--- config.mk ---
export PLATFORM = sky130hd
export DESIGN_NAME = cp_ack_top
export DESIGN_NICKNAME = d
export VERILOG_FILES = /design/src/rtl/cp_ack_pkg.sv /design/src/rtl/cp_addr_dec.sv /design/src/rtl/cp_slot.sv /design/src/rtl/cp_rd_port.sv /design/src/rtl/cp_ack_top.sv
export SDC_FILE = /design/constraint.sdc
export NUM_CORES = 1
export LEC_CHECK = 0
export BUFFER_PORTS_ARGS = -buffer_cell sky130_fd_sc_hd__buf_2
export CAP_MARGIN = 20
export CORE_MARGIN = 5
export CORE_UTILIZATION = 55
export CTS_BUF_LIST = sky130_fd_sc_hd__clkbuf_2
export DETAILED_ROUTE_END_ITERATION = 8
export PLACE_DENSITY = 0.74
export SETUP_SLACK_MARGIN = 0.02
export SYNTH_ARGS = -nofsm -noshare
export SYNTH_HDL_FRONTEND = slang
export SYNTH_SLANG_ARGS = --single-unit
--- constraint.sdc ---
create_clock -name clk -period 4.2 [get_ports clk]
set_input_delay 0.84 -clock clk [delete_from_list [all_inputs] [get_ports clk]]
set_output_delay 0.84 -clock clk [all_outputs]
set_load 0.1 [all_outputs]
--- src/rtl/cp_ack_pkg.sv ---
package cp_ack_pkg;
  typedef enum logic [1:0] {
    UPD_HOLD  = 2'd0,
    UPD_DMA   = 2'd1,
    UPD_CLEAR = 2'd2
  } slot_upd_e;
endpackage

--- src/rtl/cp_addr_dec.sv ---
module cp_addr_dec #(
  parameter int ADDR_W = 8,
  parameter int NCH    = 8,
  parameter logic [ADDR_W-1:0] BASE = '0,
  localparam int IDX_W = (NCH > 1) ? $clog2(NCH) : 1
) (
  input  logic [ADDR_W-1:0] addr,
  output logic              hit,
  output logic [IDX_W-1:0]  idx
);
  logic [ADDR_W-1:0] off;
  logic [ADDR_W-3:0] word;

  always_comb begin
    off  = addr - BASE;
    word = off[ADDR_W-1:2];
    hit  = (addr >= BASE) && (off[1:0] == 2'b00) && (32'(word) < 32'(NCH));
    idx  = word[IDX_W-1:0];
  end
endmodule

--- src/rtl/cp_slot.sv ---
module cp_slot
  import cp_ack_pkg::*;
#(
  parameter int PTR_W = 32
) (
  input  logic             clk,
  input  logic             rst_n,
  input  logic             dma_we,
  input  logic [PTR_W-1:0] dma_ptr,
  input  logic             ack_we,
  input  logic [PTR_W-1:0] ack_val,
  output logic [PTR_W-1:0] ptr,
  output logic             irq
);
  slot_upd_e upd;

  always_comb begin
    if (dma_we)                         upd = UPD_DMA;
    else if (ack_we && ack_val == ptr)  upd = UPD_CLEAR;
    else                                upd = UPD_HOLD;
  end

  always_ff @(posedge clk) begin
    if (!rst_n) begin
      ptr <= '0;
      irq <= 1'b0;
    end else begin
      case (upd)
        UPD_DMA: begin
          ptr <= dma_ptr;
          irq <= 1'b1;
        end
        UPD_CLEAR: irq <= 1'b0;
        default: ;
      endcase
    end
  end
endmodule

--- src/rtl/cp_rd_port.sv ---
module cp_rd_port #(
  parameter int NCH   = 8,
  parameter int PTR_W = 32,
  localparam int IDX_W = (NCH > 1) ? $clog2(NCH) : 1
) (
  input  logic                      clk,
  input  logic                      rst_n,
  input  logic                      rd,
  input  logic                      hit,
  input  logic [IDX_W-1:0]          idx,
  input  logic [NCH-1:0][PTR_W-1:0] ptrs,
  output logic [PTR_W-1:0]          rdata,
  output logic                      rvalid
);
  always_ff @(posedge clk) begin
    if (!rst_n) begin
      rdata  <= '0;
      rvalid <= 1'b0;
    end else begin
      rvalid <= rd;
      if (rd) rdata <= hit ? ptrs[idx] : '0;
    end
  end
endmodule

--- src/rtl/cp_ack_top.sv ---
module cp_ack_top #(
  parameter int NCH    = 8,
  parameter int PTR_W  = 32,
  parameter int ADDR_W = 8,
  parameter logic [ADDR_W-1:0] BASE = '0,
  localparam int IDX_W = (NCH > 1) ? $clog2(NCH) : 1
) (
  input  logic              clk,
  input  logic              rst_n,
  input  logic              dma_valid,
  output logic              dma_ready,
  input  logic [IDX_W-1:0]  dma_ch,
  input  logic [PTR_W-1:0]  dma_ptr,
  input  logic              reg_wr,
  input  logic              reg_rd,
  input  logic [ADDR_W-1:0] reg_addr,
  input  logic [PTR_W-1:0]  reg_wdata,
  output logic [PTR_W-1:0]  reg_rdata,
  output logic              reg_rvalid,
  output logic [NCH-1:0]    irq_ch,
  output logic              irq_any
);
  logic                      hit;
  logic [IDX_W-1:0]          idx;
  logic [NCH-1:0][PTR_W-1:0] ptrs;

  assign dma_ready = 1'b1;

  cp_addr_dec #(.ADDR_W(ADDR_W), .NCH(NCH), .BASE(BASE)) dec_i (
    .addr(reg_addr), .hit(hit), .idx(idx)
  );

  for (genvar g = 0; g < NCH; g++) begin : g_slot
    logic dma_sel, ack_sel;
    assign dma_sel = dma_valid && (32'(dma_ch) == g);
    assign ack_sel = reg_wr && hit && (32'(idx) == g);
    cp_slot #(.PTR_W(PTR_W)) slot_i (
      .clk(clk), .rst_n(rst_n),
      .dma_we(dma_sel), .dma_ptr(dma_ptr),
      .ack_we(ack_sel), .ack_val(reg_wdata),
      .ptr(ptrs[g]), .irq(irq_ch[g])
    );
  end

  cp_rd_port #(.NCH(NCH), .PTR_W(PTR_W)) rd_i (
    .clk(clk), .rst_n(rst_n), .rd(reg_rd), .hit(hit), .idx(idx),
    .ptrs(ptrs), .rdata(reg_rdata), .rvalid(reg_rvalid)
  );

  assign irq_any = |irq_ch;
endmodule

==> impl_metrics.tcl, run 1 <==
set metrics [dict create \
    h-tree-depth 3 \
    die_area_mm2 0.0327 \
    path_clk_slew_ns 0.09 \
    reg2reg_setup_slack_ns 2.09 \
    port_buffers 121 \
    ys.warnings.count 0 \
    die_x_um 181 \
    ys_seq_area_share_pct 37.1 \
    initial_core_util_pct 55.7 \
    syn2layout_area_growth_pct 7.38 \
    tightestPinTransition_ns 1.07 \
    synth_simple_gate_area_share_pct 19.4 \
    p_comb_share_pct 14.3 \
    switching_share_pct 32.1 \
    internal_power_mw 3.83 \
    yosys-top-cells-area "dfxtp_1 37%, nand2_1 12%, a21boi_0 11%" \
    final.setup.tns_ns 0 \
    cts_buffers 79 \
    ios 123 \
    overflow 0 \
    slew-limit-headroom_pct 28.6 \
    grt_pass1_vias 13500 \
    setup-violations-final 0 \
    antenna_found_initial 3 \
    power.density_mw_per_mm2 328 \
    final_net_count 2011 \
    dp_cells 2234 \
    drv_cap 0 \
    ctsHoldBuffers 0 \
    worst-setup-path-type "flip-flop to output port" \
    p_total_mw 5.64 \
    rsz0062_at_grt "false" \
    synth.top_cell.area_share_pct 37.1 \
    hold_slack_ns 0.291 \
    fin_crit_ns 3.19 \
    nFillCells 2572 \
    ant_nets 0 \
    drc 0 \
    reg2reg_from "g_slot[1].slot_i.ptr[13]" \
    slew_violations 0 \
    fin_crit_sh_pct 75.9 \
    synth_edf_count 0 \
    wl_per_cell_um 25.0 \
    synth_adder_area_share_pct 0 \
    synth_compound_area_share_pct 14.9 \
    peakVddDrop_mv 0.192 \
    timing.fmax_mhz 314 \
    multi_input_area_mm2 0.00920 \
    cts_tree "done" \
    die_h_um 181 \
    synth_mux_area_share_pct 8.90 \
    yosysUniqueCellTypes 34 \
    setup_ws_ns 1.01 \
    grtUsageTotal_pct 34.6 \
    clk_latency_ns 0.87 \
    regArea_mm2 0.00595 \
    initialDrtViolationCount 2098 \
    clock_skew_ns 0.0722 \
    synth_top_family_by_area "simple AND/OR/NAND/NOR gates" \
    worstReg2RegEnd "g_slot[1].slot_i.irq" \
    fin_cells 2356 \
    cts.repair.resized 0 \
    cp-start-kind "flip-flop" \
    switchingPower_mw 1.81 \
    async_flop_share_pct 0 \
    grt_pass1_wl_um 86400 \
    clock-sinks 297 \
    endpoint "irq_any" \
    dp_hpwl_um 39000 \
    drive_gt1_share_pct 17.2 \
    pre_cts_ws_ns 1.19 \
    postCtsSetupBuffers 0 \
    synth_xor_area_share_pct 14.0 \
    viasPerCell 6.17 \
    yosys_most_used_dff "dfxtp_1" \
    min_path_type "input port to flip-flop" \
    avgSynthCellArea_um2 8.50 \
    core_area_mm2 0.0288 \
    critPathArrivalTime_ns 2.35 \
    critPathCaptureType "output port" \
    hold_violations 0 \
    netlist_instances 1886 \
    clockRootBuffer "clkbuf_2" \
    pwr-share-seq_pct 51.9 \
    gp_congestion 1.04 \
    yosys.area.top_type "dfxtp_1" \
    totalWireLength_um 58900 \
    rows 62 \
    leakagePower_nw 6.24 \
    grt_max_degree 130 \
    r2r_cells 5 \
    status "finished, final reports clean" \
    cp_max_fo 3 \
    worstPathRequired_ns 3.36 \
    synthesis.nets 1966 \
    vias 14500 \
    cts_buffer_depth 3 \
    firstDrtPassIters 6 \
    clockPowerShare_pct 33.8 \
    syn_area_mm2 0.0160 \
    critPathLaunch "g_slot[5].slot_i.irq" \
    synth_seq_cells 297 \
]
-- per-layer routing --
layer	share of wire (%)	routed length (um)	global-route usage, %	up-vias
met5	0.022	13	0	-
met4	5.9	3480	18.3	2
met3	13	7770	9.67	234
met2	44	25900	52.0	1027
met1	37	21700	45.4	6903
li1	-	-	-	6367
-- state kept, by name, indices dropped and copies added (netlist names) --
register           count
g_slot.slot_i.ptr    256
g_slot.slot_i.irq      8
rd_i.rvalid            1
rd_i.rdata            32
-- critical path, stage by stage (launching register included) --
cell and delay, ns:
dfxtp_1 0.39, nor4_1 0.67, nand2_1 0.10, buf_2 0.31
-- metrics by stage --
stage	util (%)	cell area [um^2]
floorplan	-	16000
global route	59.8	17200
global placement	57.7	16600
finish	59.8	17200
CTS	59.8	17200
detailed placement	57.7	16600
-- power by group through the flow --
stage                     combinational, mW  sequential, mW  clock [mW]
after floorplan                       0.509            2.98           0
after global placement                0.771            2.99           0
after detailed placement              0.776            2.99           0
after CTS                             0.779            2.92        1.89
after global routing                  0.829            2.93        2.05
final                                 0.809            2.93        1.91
-- synthesized netlist by cell type (33+ instances only) --
cell type	count
a21boi_0	245
clkbuf_1	125
clkbuf_2	35
dfxtp_1	297
mux4_2	62
nand2_1	526
nand4_1	33
nor2b_1	37
nor4_1	50
o21ai_0	39
xnor2_1	120
xor2_1	136
-- cell type report --
| type | instances | area share (%) |
|---|---|---|
| timing repair buffer | 151 | 5.11 |
| antenna | 2 | 0.0291 |
| clock inverter | 5 | 0.109 |
| clock buffer | 115 | 3.34 |
| sequential | 297 | 34.5 |
| multi-input combinational | 1371 | 53.4 |
| tap | 384 | 2.79 |
| inverter | 31 | 0.676 |
-- worst min path at each step --
stage,start,to,slack [ns],cells after the start
final,dma_ptr[28],g_slot[0].slot_i.ptr[28],0.29,3
after global routing,dma_ptr[22],g_slot[1].slot_i.ptr[22],0.27,3
after CTS,dma_ptr[15],g_slot[0].slot_i.ptr[15],0.27,3
after detailed placement,g_slot[0].slot_i.ptr[24],g_slot[0].slot_i.ptr[24],0.48,2
after global placement,g_slot[0].slot_i.ptr[25],g_slot[0].slot_i.ptr[25],0.47,2
after floorplan,g_slot[0].slot_i.ptr[30],g_slot[0].slot_i.ptr[30],0.46,2
-- cells by family after synthesis --
family | after synthesis
buffers and inverters | 218
XOR/XNOR | 256
multiplexers | 65
AO/OA/AOI/OAI | 338
other | 1
AND/OR/NAND/NOR | 711
flip-flops | 297
-- cell usage in the layout (no fill, tap or decap), types with 3 or more instances in the layout --
cell type / instances
nand2_1: 526
dfxtp_1: 297
a21boi_0: 245
xor2_1: 136
xnor2_1: 120
buf_2: 118
clkbuf_2: 115
mux4_2: 62
nor4_1: 50
o21ai_0: 39
nor2b_1: 37
nand4_1: 33
and2_1: 32
inv_1: 31
o22ai_1: 31
buf_4: 29
nand3_1: 14
a21boi_1: 12
a21oi_1: 8
nor2_2: 6
clkinv_1: 5
nand2b_1: 4
mux2i_1: 3
buf_12: 3
No activity file was read; power rests on OpenSTA's default activity.
==> run 2: changes to the inputs <==
ABC_AREA = 1   (was unset)
clock period = 3.1 ns   (was 4.2 ns; I/O delays follow)
==> run 2 against run 1 <==
Cell count grew 18%. Critical path depth is the same. Utilization grew 0.79 points. Clock-buffer cell count shrank 2. Area after synthesis shrank 3.7%. Cell area shrank 2.2%. Synthesized cell count grew 21%. Highest routed layer unchanged.
==> impl_metrics.tcl, run 2 <==
set metrics [dict create \
    drc 0 \
    drive_gt1_share_pct 12.5 \
    initial_core_util_pct 55.6 \
    yosys-top-cells-area "dfxtp_1 38%, o21ai_0 10%, nand2_1 10%" \
    cp-start-kind "flip-flop" \
    synth_seq_cells 297 \
    synthesis.nets 2358 \
    vias 15900 \
    wl_per_cell_um 19.3 \
    yosysUniqueCellTypes 27 \
    tightestPinTransition_ns 0.739 \
    viasPerCell 5.72 \
    stdcell_area_mm2 0.0168 \
    initialDrtViolationCount 2020 \
    synth_edf_count 0 \
    regArea_mm2 0.00595 \
    leakagePower_nw 7.09 \
    drv_cap 0 \
    grtUsageTotal_pct 33.0 \
    path_buf_inv 1 \
    rows 61 \
    reg.largest.list "g_slot.slot_i.ptr (256), rd_i.rdata (32), g_slot.slot_i.irq (8)" \
    worstPathCellList "nor4_1 -> nand2_1 -> buf_2" \
    h-tree-depth 3 \
    worst-setup-path-type "flip-flop to output port" \
    setup-violations-final 0 \
    grt_pass1_vias 15000 \
    synth.top_cell.area_share_pct 38.5 \
    synth_commonest_cells "410 x nand2_1, 375 x nor2_1, 310 x o21ai_0" \
    r2r_cells 8 \
    yosys_most_used_dff "dfxtp_1" \
    syn2layout_area_growth_pct 9.04 \
    clockRootBuffer "clkbuf_2" \
    slew-limit-headroom_pct 50.6 \
    syn_area_mm2 0.0154 \
    antenna_found_initial 5 \
    async_flop_share_pct 0 \
    die_h_um 178 \
    min_path_type "input port to flip-flop" \
    cts_buffer_depth 3 \
    critPathCaptureType "output port" \
    dpl_cell_area_mm2 0.0161 \
    critPathArrivalTime_ns 1.90 \
    ys.warnings.count 0 \
    yosys.area.top_type "dfxtp_1" \
    top_register "g_slot.slot_i.ptr" \
    die_x_um 178 \
    cts_tree "done" \
    cp_max_fo 3 \
    firstDrtPassIters 6 \
    totalWireLength_um 53500 \
    avgSynthCellArea_um2 6.78 \
    cts_buffers 78 \
    ys_seq_area_share_pct 38.5 \
    min_from "dma_ptr[27]" \
    worstPathRequired_ns 2.48 \
    clock-sinks 297 \
    power.density_mw_per_mm2 475 \
    largest_reg_flops 256 \
    final_cell_mix "409 x nand2_1, 372 x nor2_1, 310 x o21ai_0" \
    rsz0062_at_grt "false" \
    cts.repair.resized 0 \
    nFillCells 2690 \
    fin_crit_sh_pct 81.2 \
    reg2reg_setup_slack_ns 1.34 \
    multi_input_area_mm2 0.00810 \
    cpLargestDelayFamily "flip-flops" \
    grt_pass1_wl_um 81600 \
    hold-path-endpoint "g_slot[4].slot_i.ptr[27]" \
    fin_crit_ns 2.52 \
    clock_skew_ns 0.0884 \
    netlist_instances 2278 \
    timing.fmax_mhz 397 \
    final.setup.tns_ns 0 \
    reg2reg_from "g_slot[5].slot_i.ptr[21]" \
    slew_violations 0 \
    core_area_mm2 0.0278 \
    worstReg2RegEnd "g_slot[5].slot_i.irq" \
    port_buffers 121 \
    yosysMostFrequentCell "nand2_1" \
    path_clk_slew_ns 0.12 \
    die_area_mm2 0.0315 \
    cp_slowest_cell "dfxtp_1" \
    ant_nets 0 \
    hold_violations 0 \
    grt_max_degree 79 \
    holdPathStages 3 \
    gp_congestion 0.925 \
    ios 123 \
    clk_latency_ns 0.88 \
    layout_commonest_cell "nand2_1" \
    critical-path-max-stage-delay_ns 0.47 \
    final_net_count 2426 \
    dp_hpwl_um 34000 \
    peakVddDrop_mv 0.302 \
    status "finished, final reports clean" \
    overflow 0 \
]
==> run 2: changes by cell type in the layout (fill, tap and decap cells not counted), moves of 32 or more <==
cell / previous run / this run
a21boi_0: 245 / 0
xor2_1: 136 / 52
nor2b_1: 37 / 0
nand3_1: 14 / 66
and2_1: 32 / 0
nor2_1: 2 / 372
mux4_2: 62 / 0
inv_1: 31 / 159
o21ai_0: 39 / 310
nor4_1: 50 / 2
o22ai_1: 31 / 74
a21oi_1: 8 / 171
nand2_1: 526 / 409
==> run 2: metal layers <==
| layer | global-route usage [%] | wire, um | vias up |
|---|---|---|---|
| li1 | - | - | 7564 |
| met1 | 44.1 | 21500 | 7191 |
| met2 | 50.4 | 23000 | 948 |
| met3 | 8.84 | 6790 | 168 |
| met4 | 14.1 | 2120 | 6 |
| met5 | 0.962 | 41 | - |
==> run 2: cell type report <==
type,count,share of cell area (%)
repair buffers,157,5.85
diodes,2,0.0297
well taps,378,2.81
inverters,172,3.83
flip-flops and latches,297,35.3
multi-input cells,1640,48.1
clock inverters,17,0.721
clock buffers,113,3.36
==> run 2: metrics by stage <==
| step | instances | worst slack, ns | hold slack, ns | utilization, % | power [mW] |
|---|---|---|---|---|---|
| floorplan | 2278 | 1.35 | 0.449 | - | 4.94 |
| global placement | 2642 | 0.810 | 0.450 | 58.0 | 5.28 |
| detailed placement | 2642 | 0.784 | 0.454 | 58.0 | 5.30 |
| CTS | 2773 | 0.573 | 0.0313 | 60.5 | 8.00 |
| global route | 2776 | 0.482 | 0.0357 | 60.6 | 8.35 |
| finish | 2776 | 0.582 | 0.0878 | 60.6 | 8.00 |
==> run 2: power by group <==
group / switching (mW) / total (mW) / leakage, nW / internal (mW)
clock network: 1.62 / 2.74 / 0.531 / 1.13
logic: 0.832 / 1.22 / 4.15 / 0.389
registers: 0.0990 / 4.04 / 2.41 / 3.94
==> run 2: kinds of logic after synthesis <==
| logic type | share of synthesized area, % |
|---|---|
| AO/OA/AOI/OAI | 20.0 |
| other | 0.0243 |
| buffers and inverters | 9.15 |
| AND/OR/NAND/NOR | 22.9 |
| XOR/XNOR | 9.47 |
| flip-flops | 38.5 |
==> run 2: worst max-delay path by stage <==
stage                                    start       endpoint  slack, ns  depth (start not counted)
after floorplan           g_slot[5].slot_i.irq        irq_any       1.35                          2
after global placement             reg_addr[3]  rd_i.rdata[2]       0.81                          7
after detailed placement           reg_addr[3]  rd_i.rdata[5]       0.78                          7
after CTS                 g_slot[2].slot_i.irq        irq_any       0.57                          3
after global routing      g_slot[7].slot_i.irq        irq_any       0.48                          3
final                     g_slot[7].slot_i.irq        irq_any       0.58                          3
==> run 2: worst register-to-register path: cells and delay by family, from the launching register on <==
family	cells	cell delay (ns)
xor gates and xnor gates	1	0.28
DFF	1	0.36
AOI/OAI and AO/OA	1	0.05
and+or+nand+nor	6	0.90
==> run 2: what timing repair did <==
| item | in CTS | in global routing |
|---|---|---|
| setup endpoints to repair | 0 | 0 |
| hold buffers | 1 | 0 |
| setup buffers | 0 | 0 |
| endpoints found under the hold margin | 1 | 0 |
